File: src/rtl/irq_steer_pkg.sv
package irq_steer_pkg;

  localparam int unsigned ROUTE_BASE_DEFAULT = 32'h0000_00C0;
  localparam int unsigned ROUTE_EN_BIT       = 7;

  // Shared line reached by pin 'pin' of slot 'slot' under the rotation.
  function automatic int unsigned rot_line(input int unsigned slot,
                                           input int unsigned pin,
                                           input int unsigned nlines);
    return (slot + pin) % nlines;
  endfunction

endpackage

File: src/rtl/irq_route_regs.sv
module irq_route_regs #(
  parameter int unsigned NUM_LINES = 4,
  parameter int unsigned ADDR_W    = 8,
  parameter int unsigned DATA_W    = 8,
  parameter int unsigned IRQ_W     = 4,
  parameter int unsigned BASE      = irq_steer_pkg::ROUTE_BASE_DEFAULT,
  parameter int unsigned EN_BIT    = irq_steer_pkg::ROUTE_EN_BIT
) (
  input  logic                       clk,
  input  logic                       rst,
  input  logic                       wr_en,
  input  logic [ADDR_W-1:0]          addr,
  input  logic [DATA_W-1:0]          wdata,
  output logic [NUM_LINES-1:0]       route_en,
  output logic [NUM_LINES*IRQ_W-1:0] route_num
);

  logic unused_wdata;
  assign unused_wdata = ^wdata;

  for (genvar n = 0; n < NUM_LINES; n++) begin : g_line
    localparam logic [ADDR_W-1:0] MY_ADDR = ADDR_W'(BASE + n);
    logic hit;
    assign hit = wr_en && (addr == MY_ADDR);

    always_ff @(posedge clk) begin
      if (rst) begin
        route_en[n]                  <= 1'b0;
        route_num[n*IRQ_W +: IRQ_W]  <= '0;
      end else if (hit) begin
        route_en[n]                  <= wdata[EN_BIT];
        route_num[n*IRQ_W +: IRQ_W]  <= wdata[IRQ_W-1:0];
      end
    end
  end

endmodule

File: src/rtl/irq_pin_swizzle.sv
module irq_pin_swizzle #(
  parameter int unsigned NUM_SLOTS = 4,
  parameter int unsigned NUM_PINS  = 4,
  parameter int unsigned NUM_LINES = 4
) (
  input  logic [NUM_SLOTS*NUM_PINS-1:0] slot_pins,
  output logic [NUM_LINES-1:0]          line_lvl
);

  import irq_steer_pkg::*;

  always_comb begin
    line_lvl = '0;
    for (int unsigned s = 0; s < NUM_SLOTS; s++) begin
      for (int unsigned p = 0; p < NUM_PINS; p++) begin
        line_lvl[rot_line(s, p, NUM_LINES)] =
          line_lvl[rot_line(s, p, NUM_LINES)] | slot_pins[s*NUM_PINS + p];
      end
    end
  end

endmodule

File: src/rtl/irq_line_steer.sv
module irq_line_steer #(
  parameter int unsigned NUM_LINES = 4,
  parameter int unsigned NUM_IRQS  = 16,
  parameter int unsigned IRQ_W     = $clog2(NUM_IRQS)
) (
  input  logic                       clk,
  input  logic                       rst,
  input  logic [NUM_LINES-1:0]       line_lvl,
  input  logic [NUM_LINES-1:0]       route_en,
  input  logic [NUM_LINES*IRQ_W-1:0] route_num,
  output logic [NUM_IRQS-1:0]        irq_req
);

  logic [NUM_LINES-1:0][NUM_IRQS-1:0] line_vec;
  logic [NUM_IRQS-1:0]                merged;

  for (genvar n = 0; n < NUM_LINES; n++) begin : g_dec
    logic [IRQ_W-1:0] sel;
    assign sel = route_num[n*IRQ_W +: IRQ_W];
    always_comb begin
      line_vec[n] = '0;
      for (int unsigned q = 0; q < NUM_IRQS; q++) begin
        line_vec[n][q] = line_lvl[n] && route_en[n] && (sel == IRQ_W'(q));
      end
    end
  end

  always_comb begin
    merged = '0;
    for (int unsigned n = 0; n < NUM_LINES; n++) begin
      merged = merged | line_vec[n];
    end
  end

  always_ff @(posedge clk) begin
    if (rst) irq_req <= '0;
    else     irq_req <= merged;
  end

endmodule

File: src/rtl/irq_steer_router.sv
module irq_steer_router #(
  parameter int unsigned NUM_SLOTS = 4,
  parameter int unsigned NUM_PINS  = 4,
  parameter int unsigned NUM_LINES = 4,
  parameter int unsigned NUM_IRQS  = 16,
  parameter int unsigned ADDR_W    = 8,
  parameter int unsigned DATA_W    = 8,
  parameter int unsigned BASE      = irq_steer_pkg::ROUTE_BASE_DEFAULT
) (
  input  logic                          clk,
  input  logic                          rst,
  input  logic                          cfg_wr_en,
  input  logic [ADDR_W-1:0]             cfg_addr,
  input  logic [DATA_W-1:0]             cfg_wdata,
  input  logic [NUM_SLOTS*NUM_PINS-1:0] slot_int,
  output logic [NUM_IRQS-1:0]           irq_req
);

  localparam int unsigned IRQ_W = $clog2(NUM_IRQS);

  logic [NUM_LINES-1:0]       route_en;
  logic [NUM_LINES*IRQ_W-1:0] route_num;
  logic [NUM_LINES-1:0]       line_lvl;

  irq_route_regs #(
    .NUM_LINES(NUM_LINES), .ADDR_W(ADDR_W), .DATA_W(DATA_W),
    .IRQ_W(IRQ_W), .BASE(BASE), .EN_BIT(irq_steer_pkg::ROUTE_EN_BIT)
  ) u_regs (
    .clk(clk), .rst(rst), .wr_en(cfg_wr_en), .addr(cfg_addr),
    .wdata(cfg_wdata), .route_en(route_en), .route_num(route_num)
  );

  irq_pin_swizzle #(
    .NUM_SLOTS(NUM_SLOTS), .NUM_PINS(NUM_PINS), .NUM_LINES(NUM_LINES)
  ) u_swz (
    .slot_pins(slot_int), .line_lvl(line_lvl)
  );

  irq_line_steer #(
    .NUM_LINES(NUM_LINES), .NUM_IRQS(NUM_IRQS), .IRQ_W(IRQ_W)
  ) u_steer (
    .clk(clk), .rst(rst), .line_lvl(line_lvl), .route_en(route_en),
    .route_num(route_num), .irq_req(irq_req)
  );

endmodule

File: config.mk
export PLATFORM = sky130hd
export DESIGN_NAME = irq_steer_router
export DESIGN_NICKNAME = d
export VERILOG_FILES = /design/src/rtl/irq_steer_pkg.sv /design/src/rtl/irq_route_regs.sv /design/src/rtl/irq_pin_swizzle.sv /design/src/rtl/irq_line_steer.sv /design/src/rtl/irq_steer_router.sv
export SDC_FILE = /design/constraint.sdc
export NUM_CORES = 1
export LEC_CHECK = 0
export ABC_AREA = 0
export BUFFER_PORTS_ARGS = -buffer_cell sky130_fd_sc_hd__buf_2
export CAP_MARGIN = 20
export CORE_MARGIN = 2
export CORE_UTILIZATION = 45
export CTS_CLUSTER_DIAMETER = 100
export DETAILED_ROUTE_END_ITERATION = 8
export GPL_ROUTABILITY_DRIVEN = 0
export PLACE_DENSITY = 0.72
export SLEW_MARGIN = 20
export SYNTH_ARGS = -nofsm -noshare
export SYNTH_HDL_FRONTEND = slang
export SYNTH_HIERARCHICAL = 1
export SYNTH_SLANG_ARGS = --single-unit
File: constraint.sdc
create_clock -name clk -period 1.8 [get_ports clk]
set_input_delay 0.36 -clock clk [delete_from_list [all_inputs] [get_ports clk]]
set_output_delay 0.36 -clock clk [all_outputs]
set_load 0.02 [all_outputs]
Word level (Yosys, flattened, before mapping)
Cells that the tools add are included.

Register bits: 36. Output and inout port bits: 16. Logic and storage cells: 164.

Equality and inequality tests: 64. Bitwise logic cells: 15. Reductions and logical operators: 76.

Operators by type and width (count): $eq 4x4->1 const B (32); $logic_and 1x1->1 (72); $eq 4x3->1 const B (16); $or 16x16->16 (3); $eq 4x2->1 const B (8); $eq 8x8->1 const B (4); $eq 4x1->1 const B (4); $logic_not 4->1 (4); $or 1x1->1 (12).

Longest topological paths before layout
Gate-level depths: netlist of run 1.

Depth after elaboration: 8. Mapped depth: 4.

Cells and area by module
Netlist of run 1, hierarchy kept.

Modules (own cells, without submodules): irq_line_steer (instances 1, cells each 103, area each 940.9 sq um); irq_route_regs (instances 1, cells each 76, area each 873.3 sq um); irq_pin_swizzle (instances 1, cells each 4, area each 30.0 sq um).

Worst setup path after synthesis of run 1
OpenSTA, ideal clock, no wires.

Path kind: input to register. From: input port slot_int[7]. To: register u_steer.irq_req[5]. Arrival: 1460 ps. Path slack: 208 ps. Cell stages on the path: 4. Buffers on the path: 0. Cells stage by stage: or4_1 and4b_1 a32oi_1 a21oi_1.

Word-level cells in the longest chain between the ends: 8.

Ends and longest elaborated chain: start: declaration (line irq_steer_router.sv:15) `input logic [NUM_SLOTS*NUM_PINS-1:0] slot_int,`; $or 1x1->1 (3 in series) (line irq_pin_swizzle.sv:17) `line_lvl[rot_line(s, p, NUM_LINES)] | slot_pins[s*NUM_PINS + p];`; $logic_and 1x1->1 (2 in series) (line irq_line_steer.sv:23) `line_vec[n][q] = line_lvl[n] && route_en[n] && (sel == IRQ_W'(q));`; $or 16x16->16 (3 in series) (line irq_line_steer.sv:31) `merged = merged | line_vec[n];`; end signal: assignment (line irq_line_steer.sv:37) `else irq_req <= merged;`; end: declaration (line irq_line_steer.sv:11) `output logic [NUM_IRQS-1:0] irq_req`.

Every way passes these cells. A chain may end at the register's enable or synchronous reset.

Worst setup path in the final report of run 1
From: input port slot_int[5]. To: register u_steer.irq_req[0].

Word-level cells in the longest chain between the ends: 7.

Ends and longest elaborated chain: $or 1x1->1 (3 in series) (line irq_pin_swizzle.sv:17); named net line_lvl[2] (line irq_steer_router.sv:23) `logic [NUM_LINES-1:0] line_lvl;`; $logic_and 1x1->1 (2 in series) (line irq_line_steer.sv:23); $or 16x16->16 (2 in series) (line irq_line_steer.sv:31).

The timed path passes the listed nets, and every way through them passes these cells.

==> results of run 1 <==
==> power by group through the flow <==
stage	clock network, mW	registers, mW	logic [mW]
detailed placement	0	0.816	0.0812
CTS	0.604	0.798	0.0811
global route	0.644	0.797	0.0873
finish	0.589	0.798	0.0804
floorplan	0	0.816	0.0317
global placement	0	0.816	0.0781
==> through the flow <==
step	util [%]	TNS, ns	area [sq um]	setup slack [ns]	power (mW)
after CTS	55.8	0	2220	0.266	1.48
after detailed placement	53.6	-0.0644	2130	-0.0379	0.897
after global placement	53.6	-0.0293	2130	-0.0198	0.894
after floorplan	-	0	1840	0.208	0.847
after global routing	55.8	0	2220	0.195	1.53
final	55.8	0	2220	0.222	1.47
==> how the worst min path moves through the flow <==
stage	endpoint	cells after the start
after detailed placement	u_regs/route_num[6]	2
after floorplan	u_steer/irq_req[1]	1
after global routing	u_regs/route_num[5]	3
after global placement	u_regs/route_num[10]	2
after CTS	u_regs/route_num[13]	3
final	u_regs/route_num[8]	3
==> cell usage in the layout (no fill, tap or decap), drive strengths merged, types with 2 or more instances in the layout <==
cell type	netlist	layout
buf	2	49
a32oi	11	11
and2b	5	5
nor2b	3	3
nand4	3	3
nor2	6	6
a31oi	5	5
nand3	6	6
a22oi	16	16
nand2b	25	25
dfxtp	36	36
and4	5	5
nand2	3	3
mux2i	20	20
and2	2	2
and4bb	3	3
or4	4	4
clkbuf	3	8
and4b	10	10
a21oi	11	11
==> worst max-delay path: cells and delay by family <==
family                 cells  cell delay (ns)
AND/OR/NAND/NOR            2             0.86
AO/OA/AOI/OAI              2             0.42
buffers and inverters      1             0.10
==> registers in the layout (all words and copies together) (netlist names) <==
signal            cells
u_regs/route_num     16
u_steer/irq_req      16
u_regs/route_en       4
==> cell families after synthesis <==
logic type | Yosys count | synth area share [%]
buf+inv | 6 | 1.83
mux | 20 | 10.9
flops | 36 | 39.1
simple gates | 78 | 31.8
compound gates | 43 | 16.4
==> area by class of cell <==
cell class / instances / area [sq um] / area share (%)
Inverter: 1 / 3.75 / 0.169
Sequential cell: 36 / 721 / 32.5
Multi-Input combinational cell: 141 / 1090 / 49.2
Timing Repair Buffer: 49 / 250 / 11.3
Clock buffer: 8 / 90.1 / 4.06
Tap cell: 50 / 62.6 / 2.82
==> layer usage <==
metal | global-route usage, % | part of all wire (%) | wire (microns) | vias up
li1 | - | - | - | 819
met1 | 25.9 | 42 | 1950 | 786
met2 | 35.9 | 48 | 2220 | 87
met3 | 6.41 | 6.5 | 304 | 14
met4 | 12.5 | 3.9 | 181 | 0
met5 | 0 | 0 | 0 | -
==> out/qor.txt, run 1 <==
outcome = finished clean
Skew-Pair Late Insertion Delay = 0.29 ns
average routed wire per standard cell = 16.3 microns
Clock Pin Slew Worst Setup and Hold Paths = 0.07 ns
DRT antenna net count = 0
die height = 68.0 microns
proportion of layout cells with a drive suffix above 1 = 29.4%
Site Rows = 23
drt pass-1 iters = 5
cell taking the most area after synthesis = dfxtp_1
Post-Layout Cell Count = 285
FF-to-FF End = u_steer/irq_req[0]
final WL = 4650 microns
yosys warns = 6
register area share after synthesis = 39.1%
area grow syn2layout = 20.2%
Seq pwr share = 54.4%
hold-fix buffers at CTS = 0
maxcap violations = 0
post-synth top area share = 39.1%
Iter 0 DRT Violations = 183
sw frac = 21.5%
ys flop type = dfxtp_1
CTS tree = built
CP arrival = 1.74 ns
Hold Startpoint = cfg_wdata[0]
period utilisation layout = 87.7%
Die W = 68.0 microns
Antenna diodes = 0
CP max FO = 4
Residual DRC = 0
count of input and output buffers = 47
count of final hold-check violations = 0
Reg2Reg Setup Slack = 0.58 ns
largest cells by area after synthesis = dfxtp_1, mux2i_1, nand2b_1
first-pass GRT wire length = 7330 microns
Worst Setup End Kind = flop
Pwr per Cell Area = 662 nW/um^2
DR vias/cell = 5.99
setup bufs post-CTS = 0
via count = 1706
most frequent cell after synthesis = dfxtp_1
clock network power share = 40.1%
number of endpoints failing setup at the final stage = 0
TritonCTS Buffers = 5
Global Route Usage Sum = 22.1%
H-tree Lvls = 2
RSZ-0062 raised after global routing = false
Slew HR = 72.9%
Mean Syn Cell Area = 10.1 sq um
post-detail-place hpwl = 3510 microns
Leak = 0.924 nW
Min Clock Period, post-route = 1.58 ns
placed cell count = 277
CP max-delay cell = or4_1
largest net degree at the start of global routing = 29
clock buffer depth = 2
final hold slack = 0.423 ns
Mapped Area = 1840 sq um
ys async rst share = 0%
Fillers = 374
peak supply drop = 314 uV
Mapped Nets = 218
Setup Skew = 0.00742 ns
GRT overflow = 0
critical path type = input pin to flop
Synth Instances = 183
area of the die = 4630 sq um
Worst setup SP type = input pin
vias in the first global route = 1587
P_sw = 315 uW
crit-path cells = buf_2, or4_1, and4bb_2, a32oi_1, a31oi_1
Nets = 269
CTS sink count = 36
clk root buf = clkbuf_8
Crit path largest cell delay = 0.56 ns
critical path startpoint = slot_int[5]
Unique masters post-synth = 33
Core ar. = 3970 sq um
CP Capture Point = u_steer/irq_req[0]
Ports = 51
number of synthesized flops with an enable pin = 0
CP required = 1.97 ns
R2R cell count = 3
Worst-Margin Slew = 0.407 ns
pins over their slew limit = 0
P_int = 1.15 mW
R2R Path Start = u_regs/route_num[11]
fmax = 0.634 GHz
combinational power share = 5.5%
initial antenna violation count = 0
Resized cells post-CTS = 0
Seq cells post-synth = 36
Hold Path Class = input pin to flop
top cells by count, synth = dfxtp_1, nand2b_1, mux2i_1
starting density of the core = 46.4%
Note: power is estimated with default switching activity, not from simulation.
==> inputs of run 2 (changes only) <==
PLACE_DENSITY = 0.73   (was 0.72)
SYNTH_HIERARCHICAL = unset   (was 1)
==> run 2 against run 1 <==
Net effect:
- fmax grew 12%
- critical path depth shrank 1
- first-iteration DRC count shrank 15%
- critical endpoint is now u_steer.irq_req[1]
- worst hold slack lost 0.061 ns
- cell count shrank 3.9%
- global-route usage shrank 1.2 points
==> out/qor.txt, run 2 <==
final WL = 4090 microns
Mapped Nets = 211
top flop regs = u_regs.route_num x16, u_steer.irq_req x16, u_regs.route_en x4
clock network power share = 39.4%
Seq pwr share = 55.5%
Unique masters post-synth = 29
yosys warns = 0
clk root buf = clkbuf_8
Mapped Area = 1730 sq um
critical path startpoint = u_regs.route_en[3]
combinational power share = 5.2%
GRT overflow = 0
Setup WS post-layout = 0.388 ns
Site Rows = 22
DR vias/cell = 5.80
number of endpoints failing setup at the final stage = 0
CTS sink count = 36
CTS tree = built
Ports = 51
Antenna diodes = 0
die height = 66.0 microns
area grow syn2layout = 20.5%
Synth Instances = 176
CP max FO = 4
via count = 1590
Clock Pin Slew Worst Setup and Hold Paths = 0.07 ns
cell taking the most area after synthesis = dfxtp_1
area of the die = 4350 sq um
M1 GR Usage = 27.6%
Hold Startpoint = cfg_wdata[0]
Min Clock Period, post-route = 1.41 ns
count of input and output buffers = 47
Iter 0 DRT Violations = 156
Nets = 260
Slew HR = 58.4%
Final Power = 1.44 mW
Reg2Reg Setup Slack = 0.39 ns
critical path type = flop to flop
average routed wire per standard cell = 14.9 microns
number of synthesized flops with an enable pin = 0
post-synth top area share = 41.7%
gr busiest metal = met2
post-detail-place hpwl = 3030 microns
most frequent cell after synthesis = dfxtp_1
setup_tns = 0 ns
P_int = 1.10 mW
first-pass GRT wire length = 6820 microns
TritonCTS Buffers = 5
drt pass-1 iters = 5
clock buffer depth = 2
starting density of the core = 46.8%
Worst Setup End Kind = flop
period utilisation layout = 78.4%
Area after DPL = 2000 sq um
initial antenna violation count = 0
count of final hold-check violations = 0
most common cell after layout, fill and taps aside = buf_2
peak supply drop = 542 uV
maxcap violations = 0
CP required = 2.01 ns
R2R Path Start = u_regs.route_en[3]
Residual DRC = 0
largest cells by area after synthesis = dfxtp_1, mux2i_1, a22oi_1
sw frac = 23.2%
FF-to-FF End = u_steer.irq_req[1]
Post-Layout Cell Count = 274
pins over their slew limit = 0
GR Util met2 = 31.9%
Leak = 0.899 nW
Hold Path Class = input pin to flop
H-tree Lvls = 2
Seq cells post-synth = 36
outcome = finished clean
top cells by count, synth = dfxtp_1, nor2_1, a22oi_1
CP Capture Point = u_steer.irq_req[1]
ys async rst share = 0%
Mean Syn Cell Area = 9.82 sq um
vias in the first global route = 1450
P_sw = 333 uW
commonest cells after routing, fill and taps aside = buf_2, dfxtp_1, nor2_1, a22oi_1, mux2i_1
met3 usage = 5.11%
RSZ-0062 raised after global routing = false
Setup Skew = 0.00789 ns
Skew-Pair Late Insertion Delay = 0.29 ns
Finished Cell Area = 2080 sq um
DRT antenna net count = 0
Worst-Margin Slew = 0.624 ns
hold-fix buffers at CTS = 0
Resized cells post-CTS = 0
register area share after synthesis = 41.7%
Global Route Usage Sum = 20.8%
ys flop type = dfxtp_1
largest net degree at the start of global routing = 37
worst slack at placement = 0.136 ns
Die W = 66.0 microns
Pwr per Cell Area = 691 nW/um^2
CP arrival = 1.63 ns
placed cell count = 266
setup bufs post-CTS = 0
R2R cell count = 4
proportion of layout cells with a drive suffix above 1 = 27.9%
Worst setup SP type = flop
fmax = 0.708 GHz
Core ar. = 3690 sq um
run 2: cell count changes in the layout (fill, tap and decap cells not counted), moves of 4 or more:
cell and change:
nor3b_1 +6, a31oi_1 -4, and4b_1 -7, nor2b_1 +6
a21oi_1 +4, nor3_1 +6, nor2_1 +20, or4_1 -4
a22oi_1 +5, nand2b_1 -25
run 2: power by group through the flow:
stage	Clock (mW)	Sequential, mW	Combinational, mW
finish	0.566	0.797	0.0743
global route	0.611	0.797	0.0809
CTS	0.576	0.797	0.0745
detailed placement	0	0.816	0.0745
global placement	0	0.816	0.0734
floorplan	0	0.816	0.0224
run 2: logic make-up (layout without fill, tap and decap cells):
logic type             after synthesis  after routing  synth area share, %
AND/OR/NAND/NOR                     64             64                 22.8
AO/OA/AOI/OAI                       50             50                 21.9
flip-flops                          36             36                 41.7
multiplexers                        20             20                 11.6
buffers and inverters                6             56                 1.95
run 2: area by class of cell:
class / instances / area (sq um)
Fill cell: 340 / 1610
Tap cell: 48 / 60.1
Clock buffer: 7 / 76.3
Clock inverter: 1 / 8.76
Multi-Input combinational cell: 134 / 973
Timing Repair Buffer: 48 / 243
Sequential cell: 36 / 721
run 2: layer usage:
| layer | vias to the layer above | routed length (microns) | part of all wire (%) |
|---|---|---|---|
| met5 | - | 0 | 0 |
| met4 | 0 | 61 | 1.5 |
| met3 | 7 | 397 | 9.7 |
| met2 | 88 | 1850 | 45 |
| met1 | 718 | 1780 | 43 |
| li1 | 777 | - | - |
run 2: stage by stage:
stage | utilization (%) | hold slack (ns)
floorplan | - | 0.483
global placement | 54.1 | 0.497
detailed placement | 54.1 | 0.516
CTS | 56.4 | 0.358
global route | 56.4 | 0.375
finish | 56.4 | 0.362
run 2: how the worst min path moves through the flow:
stage | cells after the start | end | slack (ns)
floorplan | 2 | u_regs.route_en[1] | 0.48
global placement | 2 | u_regs.route_en[1] | 0.50
detailed placement | 2 | u_regs.route_en[1] | 0.52
CTS | 3 | u_regs.route_num[14] | 0.36
global route | 3 | u_regs.route_num[14] | 0.37
finish | 3 | u_regs.route_num[8] | 0.36
run 2: critical path, cell delays in order, from the launching register on:
cell     delay [ns]
dfxtp_1        0.36
o41ai_1        0.10
nor3b_1        0.48
a22oi_1        0.19
a21oi_1        0.20
